$ cat src/rtl/alu8_pkg.sv
package alu8_pkg;
  localparam int DW  = 8;
  localparam int NW  = DW / 2;
  localparam int NFL = 4;
  localparam int FC  = 0;
  localparam int FAC = 1;
  localparam int FZ  = 2;
  localparam int FOV = 3;
  localparam int BPD = 4;
  localparam int BTO = 5;

  typedef enum logic [3:0] {
    OP_ADD  = 4'd0,  OP_ADC = 4'd1,  OP_SUB = 4'd2,  OP_SBC = 4'd3,
    OP_DAA  = 4'd4,  OP_AND = 4'd5,  OP_OR  = 4'd6,  OP_XOR = 4'd7,
    OP_CPL  = 4'd8,  OP_RL  = 4'd9,  OP_RR  = 4'd10, OP_RLC = 4'd11,
    OP_RRC  = 4'd12, OP_INC = 4'd13, OP_DEC = 4'd14, OP_TSTZ = 4'd15
  } alu_op_e;
endpackage

$ cat src/rtl/alu8_core.sv
module alu8_core
  import alu8_pkg::*;
(
  input  alu_op_e          op,
  input  logic [DW-1:0]    a,
  input  logic [DW-1:0]    b,
  input  logic             c_in,
  input  logic             ac_in,
  output logic [DW-1:0]    res,
  output logic             skip,
  output logic [NFL-1:0]   nf,
  output logic [NFL-1:0]   mask
);
  logic            sub, ci, lo_fix, hi_fix;
  logic [DW-1:0]   bb;
  logic [DW:0]     s_full;
  logic [NW:0]     s_nib;
  logic [DW-1:0]   s_low7;

  always_comb begin
    sub    = (op == OP_SUB) || (op == OP_SBC);
    bb     = sub ? ~b : b;
    ci     = (op == OP_ADD) ? 1'b0 : (op == OP_SUB) ? 1'b1 : c_in;
    s_full = {1'b0, a} + {1'b0, bb} + {{DW{1'b0}}, ci};
    s_nib  = {1'b0, a[NW-1:0]} + {1'b0, bb[NW-1:0]} + {{NW{1'b0}}, ci};
    s_low7 = {1'b0, a[DW-2:0]} + {1'b0, bb[DW-2:0]} + {{(DW-1){1'b0}}, ci};
    lo_fix = (a[NW-1:0] > 4'd9) || ac_in;
    hi_fix = (a > 8'h99) || c_in;

    res  = '0;
    skip = 1'b0;
    nf   = '0;
    mask = '0;
    unique case (op)
      OP_ADD, OP_ADC, OP_SUB, OP_SBC: begin
        res      = s_full[DW-1:0];
        nf[FC]   = s_full[DW];
        nf[FAC]  = s_nib[NW];
        nf[FOV]  = s_low7[DW-1] ^ s_full[DW];
        mask     = '1;
      end
      OP_DAA: begin
        res        = a + (lo_fix ? 8'h06 : 8'h00) + (hi_fix ? 8'h60 : 8'h00);
        nf[FC]     = hi_fix;
        mask[FC]   = 1'b1;
        mask[FZ]   = 1'b1;
      end
      OP_AND: begin res = a & b; mask[FZ] = 1'b1; end
      OP_OR:  begin res = a | b; mask[FZ] = 1'b1; end
      OP_XOR: begin res = a ^ b; mask[FZ] = 1'b1; end
      OP_CPL: begin res = ~b;    mask[FZ] = 1'b1; end
      OP_RL:  res = {b[DW-2:0], b[DW-1]};
      OP_RR:  res = {b[0], b[DW-1:1]};
      OP_RLC: begin
        res = {b[DW-2:0], c_in}; nf[FC] = b[DW-1]; mask[FC] = 1'b1;
      end
      OP_RRC: begin
        res = {c_in, b[DW-1:1]}; nf[FC] = b[0]; mask[FC] = 1'b1;
      end
      OP_INC: begin res = b + 8'd1; mask[FZ] = 1'b1; skip = (res == '0); end
      OP_DEC: begin res = b - 8'd1; mask[FZ] = 1'b1; skip = (res == '0); end
      OP_TSTZ: begin res = b; skip = (b == '0); end
      default: res = '0;
    endcase
    nf[FZ] = (res == '0);
  end

  // a raised skip always comes with a zero result
  always_comb begin
    a_r8_skip_zero: assert (!skip || (res == '0));
  end
endmodule

$ cat src/rtl/alu8_stat.sv
module alu8_stat
  import alu8_pkg::*;
(
  input  logic            clk,
  input  logic            rst_n,
  input  logic            wr_en,
  input  logic [NFL-1:0]  wr_val,
  input  logic            upd_en,
  input  logic [NFL-1:0]  upd_mask,
  input  logic [NFL-1:0]  upd_val,
  input  logic            ev_clr,
  input  logic            ev_halt,
  input  logic            ev_to,
  output logic [NFL-1:0]  fl,
  output logic            pd,
  output logic            to
);
  always_ff @(posedge clk or negedge rst_n) begin
    if (!rst_n) begin
      fl <= '0;
      pd <= 1'b0;
      to <= 1'b0;
    end else begin
      if (wr_en)       fl <= wr_val;
      else if (upd_en) fl <= (fl & ~upd_mask) | (upd_val & upd_mask);
      if (ev_clr) begin
        pd <= 1'b0;
        to <= 1'b0;
      end else if (ev_halt) begin
        pd <= 1'b1;
        to <= 1'b0;
      end else if (ev_to) begin
        to <= 1'b1;
      end
    end
  end

  a_r9_write_keeps_pd_to: assert property (@(posedge clk) disable iff (!rst_n)
    (wr_en && !ev_clr && !ev_halt && !ev_to) |=> (pd == $past(pd)) && (to == $past(to)));

  a_r9_write_loads_flags: assert property (@(posedge clk) disable iff (!rst_n)
    wr_en |=> fl == $past(wr_val));

  a_r10_clear_event: assert property (@(posedge clk) disable iff (!rst_n)
    ev_clr |=> !pd && !to);

  a_r10_halt_event: assert property (@(posedge clk) disable iff (!rst_n)
    (ev_halt && !ev_clr) |=> pd && !to);

  a_r12_idle_hold: assert property (@(posedge clk) disable iff (!rst_n)
    (!wr_en && !upd_en) |=> $stable(fl));
endmodule

$ cat src/rtl/alu8_flags.sv
module alu8_flags
  import alu8_pkg::*;
(
  input  logic         clk,
  input  logic         rst_n,
  input  logic [3:0]   op,
  input  logic [7:0]   acc_in,
  input  logic [7:0]   opnd_in,
  input  logic         exec,
  input  logic         stat_wr,
  input  logic [7:0]   stat_wdata,
  input  logic         ev_wdt_clr,
  input  logic         ev_halt,
  input  logic         ev_wdt_to,
  output logic [7:0]   result,
  output logic         skip,
  output logic [7:0]   status_out
);
  logic [NFL-1:0] fl, nf, mask;
  logic           pd, to;
  alu_op_e        op_e;

  assign op_e = alu_op_e'(op);

  alu8_core u_core (
    .op    (op_e),
    .a     (acc_in),
    .b     (opnd_in),
    .c_in  (fl[FC]),
    .ac_in (fl[FAC]),
    .res   (result),
    .skip  (skip),
    .nf    (nf),
    .mask  (mask)
  );

  alu8_stat u_stat (
    .clk      (clk),
    .rst_n    (rst_n),
    .wr_en    (stat_wr),
    .wr_val   (stat_wdata[NFL-1:0]),
    .upd_en   (exec),
    .upd_mask (mask),
    .upd_val  (nf),
    .ev_clr   (ev_wdt_clr),
    .ev_halt  (ev_halt),
    .ev_to    (ev_wdt_to),
    .fl       (fl),
    .pd       (pd),
    .to       (to)
  );

  assign status_out = {2'b00, to, pd, fl};

  a_r6_plain_rotate_keeps_c: assert property (@(posedge clk) disable iff (!rst_n)
    (exec && !stat_wr && (op_e == OP_RL || op_e == OP_RR)) |=> status_out[FC] == $past(status_out[FC]));

  a_r5_logic_sets_z: assert property (@(posedge clk) disable iff (!rst_n)
    (exec && !stat_wr && (op_e == OP_AND || op_e == OP_XOR)) |=> status_out[FZ] == ($past(result) == 8'h00));

  a_r8_test_keeps_flags: assert property (@(posedge clk) disable iff (!rst_n)
    (exec && !stat_wr && op_e == OP_TSTZ) |=> status_out[3:0] == $past(status_out[3:0]));
endmodule

$ cat config.mk
export PLATFORM = sky130hd
export DESIGN_NAME = alu8_flags
export DESIGN_NICKNAME = d
export VERILOG_FILES = /design/src/rtl/alu8_pkg.sv /design/src/rtl/alu8_core.sv /design/src/rtl/alu8_stat.sv /design/src/rtl/alu8_flags.sv
export SDC_FILE = /design/constraint.sdc
export NUM_CORES = 1
export LEC_CHECK = 0
export ABC_AREA = 0
export BUFFER_PORTS_ARGS = -buffer_cell sky130_fd_sc_hd__buf_2
export CAP_MARGIN = 20
export CORE_ASPECT_RATIO = 1.5
export CORE_MARGIN = 2
export CORE_UTILIZATION = 35
export CTS_CLUSTER_DIAMETER = 120
export DETAILED_ROUTE_END_ITERATION = 16
export SYNTH_ARGS = -nofsm -noshare
export SYNTH_HDL_FRONTEND = slang
export SYNTH_SLANG_ARGS = --single-unit
export TNS_END_PERCENT = 50
$ cat constraint.sdc
create_clock -name clk -period 3.4 [get_ports clk]
set_input_delay 0.34 -clock clk [delete_from_list [all_inputs] [get_ports clk]]
set_output_delay 0.34 -clock clk [all_outputs]
set_load 0.005 [all_outputs]
==> parameters.txt <==
Parameter                              Value

Status
  Result of the run    finished, final reports clean

Drt
  Detailed-route DRC error count    0
  Number of vias in the routed layout    2965
  Wire length per cell after detailed routing    17.7 um
  TritonRoute pass-1 iters    5
  Number of DRC markers in iteration 0    339
  Highest metal used    met4
  Post-route ant nets    0
  Wire length on met2    4.52 mm
  Routed wire length on met3    482 um
  Total detailed-routing wirelength    9.03 mm
  Met1 wire length    3.50 mm
  Average via count per standard cell    5.80

Floorplan
  Boundary Pins    52
  Rows    38
  Initial Utilization    36.4%
  Vertical extent of the die    111 um
  Total die area    8300 um2
  Std-Cell Core Area    7270 um2
  Horizontal extent of the die    75.1 um

Timing
  Clock skew    0.00502 ns
  Share of the cycle needed by the critical path after routing    93.3%
  Min Clock Period, post-route    3.17 ns
  Slew of the pin with the lowest slew margin    0.729 ns
  Achievable Freq    315 MHz
  Setup violators final    0
  Fin. max-slew vios    0
  Fin. Hold Viols    0
  Worst slew margin relative to its limit    50.9%
  Setup repair after global routing missed its margin    no
  Fin worst setup slack    0.229 ns

Placement
  Number of cells after detailed placement    507
  Number of port buffers    45
  Global placement routability congestion    0.878
  Sum of net half-perimeters after detailed placement    7.10 mm
  Worst slack, placed    0.0133 ns

Final layout
  Layout Nets    483
  Total area of sequential cells    150 um2
  Filler Cell Count    779
  Synthesis-to-finish area growth    17.3%
  Number of antenna diodes    0
  Final non-filler cell total    511
  Share of layout cells above drive strength 1    24.1%
  Multi-input logic area    2260 um2

Hold path
  Worst min-delay path class    in -> reg
  Worst Hold Path Cells    2
  Worst Hold End    u_stat.pd
  Hold path startpoint    ev_wdt_clr

GRT
  First-pass GRT wire length    14.6 mm
  Global-route usage over all layers    22.2%
  Vias in the first global route    2945
  Pin count of the biggest net entering global routing    42
  Antenna violations before repair    0
  Overflow left after global routing    0

Critical path
  Maximum single-stage delay on the critical path    0.36 ns
  Arrival time of the worst setup path    2.83 ns
  Crit. End Element    primary output
  CP required    3.06 ns
  Largest fanout of any net on the critical path    4
  Register-to-Register Setup Slack    0.24 ns
  Reg2reg path depth    12
  WP buf/inv    5
  Cell Chain, Critical Path    buf_2 > or2_4 > nor2_2 > nand2_1 > o21ai_1 > fa_2 > inv_1 > fa_2 > nor2b_1 > o21a_1 > buf_4 > o211ai_1 > and4b_1 > nor3_2 > buf_4 > buf_2
  Nature of the critical path startpoint    input pin
  CP Class    in -> out
  Kind of cell with the highest combined delay on the critical path    simple AND/OR/NAND/NOR gates
  Critical-path top delay cell    sky130_fd_sc_hd__fa_2

Synth
  Cell with the most instances after synthesis    sky130_fd_sc_hd__ha_1
  Commonest cells post-synth    sky130_fd_sc_hd__ha_1 (32), sky130_fd_sc_hd__inv_1 (24), sky130_fd_sc_hd__nand2_1 (24)
  Count of cell types in the netlist    68
  Yosys reg bits    6
  Synth Area per Inst    7.20 um2
  Synth warnings    0
  Synthesized netlist cell count    368
  Seq/Total Area, Yosys    5.66%
  Cell area after synthesis    2650 um2
  Flip-flop cell with the highest count after synthesis    sky130_fd_sc_hd__dfrtp_1
  Fraction of synthesis flops using an asynchronous set or reset pin    100%
  Largest cells by area after synthesis    sky130_fd_sc_hd__ha_1 (15%), sky130_fd_sc_hd__xnor2_1 (6.9%), sky130_fd_sc_hd__dfrtp_1 (5.7%), sky130_fd_sc_hd__o21ai_0 (4.2%), sky130_fd_sc_hd__a21oi_1 (4.0%)
  Area share of the largest cell type after synthesis    15.1%
  Top cell type by total area after synthesis    sky130_fd_sc_hd__ha_1
  Number of flops mapped to enable cells by yosys    0

CTS
  Clock root buffer master    sky130_fd_sc_hd__clkbuf_8
  Number of sinks driven by the clock tree    6
  Max Root-Sink Buffers    2
  Clock tree from TritonCTS    yes
  Clock-pin slew on the worst setup and hold paths    0.03 ns
  CTS H-Tree Depth    1
  Worst-Skew Late Latency    0.22 ns
  Setup Fix Bufs, Post-CTS    0
  CTS buffer count    3

Power
  Worst IR drop on VDD    120 uV
  Cell leakage power    1.36 nW
  Power per Cell Area    208 nW/um2

Flow run
  Max-capacitance violation count    0
cell usage in the layout (no fill, tap or decap), types with 9 or more instances in the layout:
cell,instances
sky130_fd_sc_hd__buf_2,45
sky130_fd_sc_hd__ha_1,32
sky130_fd_sc_hd__buf_4,27
sky130_fd_sc_hd__inv_1,24
sky130_fd_sc_hd__nand2_1,24
sky130_fd_sc_hd__o21ai_0,21
sky130_fd_sc_hd__nor2_1,21
sky130_fd_sc_hd__a21oi_1,21
sky130_fd_sc_hd__xnor2_1,20
sky130_fd_sc_hd__nand3_1,12
sky130_fd_sc_hd__nor3_1,10
sky130_fd_sc_hd__and3_1,9
repair_timing:
action,in CTS,in global routing
setup endpoints to repair,0,2
hold buffers,1,0
gates resized for setup,0,2
hold endpoints to repair,6,0
routing by layer:
layer  global-route usage, %  vias up
met3                    2.01       35
met5                       0        -
li1                        -     1440
met1                    26.2     1364
met2                    37.5      126
met4                    12.5        0
metrics by stage:
step           instance area, um2  setup TNS (ns)  hold WS, ns  utilization, %  power [mW]
6_report                     3110               0        0.286            42.7       0.646
5_1_grt                      3110               0        0.279            42.7       0.711
4_1_cts                      3100               0        0.284            42.6       0.644
3_5_place_dp                 3050               0        0.174            41.9       0.532
3_3_place_gp                 3050               0        0.170            41.9       0.524
2_1_floorplan                2740         -0.0226       0.0444               -       0.386
how the worst max path moves through the flow:
stage / slack, ns / cells after the start / from / end
final: 0.23 / 16 / op[3] / result[6]
after global placement: 0.06 / 14 / op[3] / register
after detailed placement: 0.01 / 14 / op[3] / register
after global routing: 0.001 / 13 / op[3] / result[7]
after CTS: 0.12 / 15 / op[3] / result[6]
after floorplan: -0.02 / 17 / op[3] / register
where the power goes:
group          internal, mW  total (mW)  switching [mW]
registers            0.0782      0.0838         0.00567
logic                 0.197       0.456           0.259
clock network        0.0761       0.107          0.0306
kinds of logic (layout without fill, tap and decap cells):
| group | Yosys count | count (layout) | synth area share [%] |
|---|---|---|---|
| XOR/XNOR | 26 | 26 | 8.59 |
| multiplexers | 6 | 6 | 2.88 |
| adder cells (fa/ha/maj) | 35 | 35 | 17.4 |
| flip-flops | 6 | 6 | 5.66 |
| AND/OR/NAND/NOR | 127 | 127 | 25.8 |
| other | 1 | 2 | 0.141 |
| AO/OA/AOI/OAI | 109 | 109 | 28.7 |
| buffers and inverters | 58 | 100 | 10.8 |
area by class of cell:
cell class,instances,share of cell area [%]
Inverter,24,2.90
Tap cell,100,4.02
Clock buffer,3,1.33
Multi-Input combinational cell,305,72.8
Sequential cell,6,4.83
Timing Repair Buffer,73,14.1
Note: power is estimated with default switching activity, not from simulation.
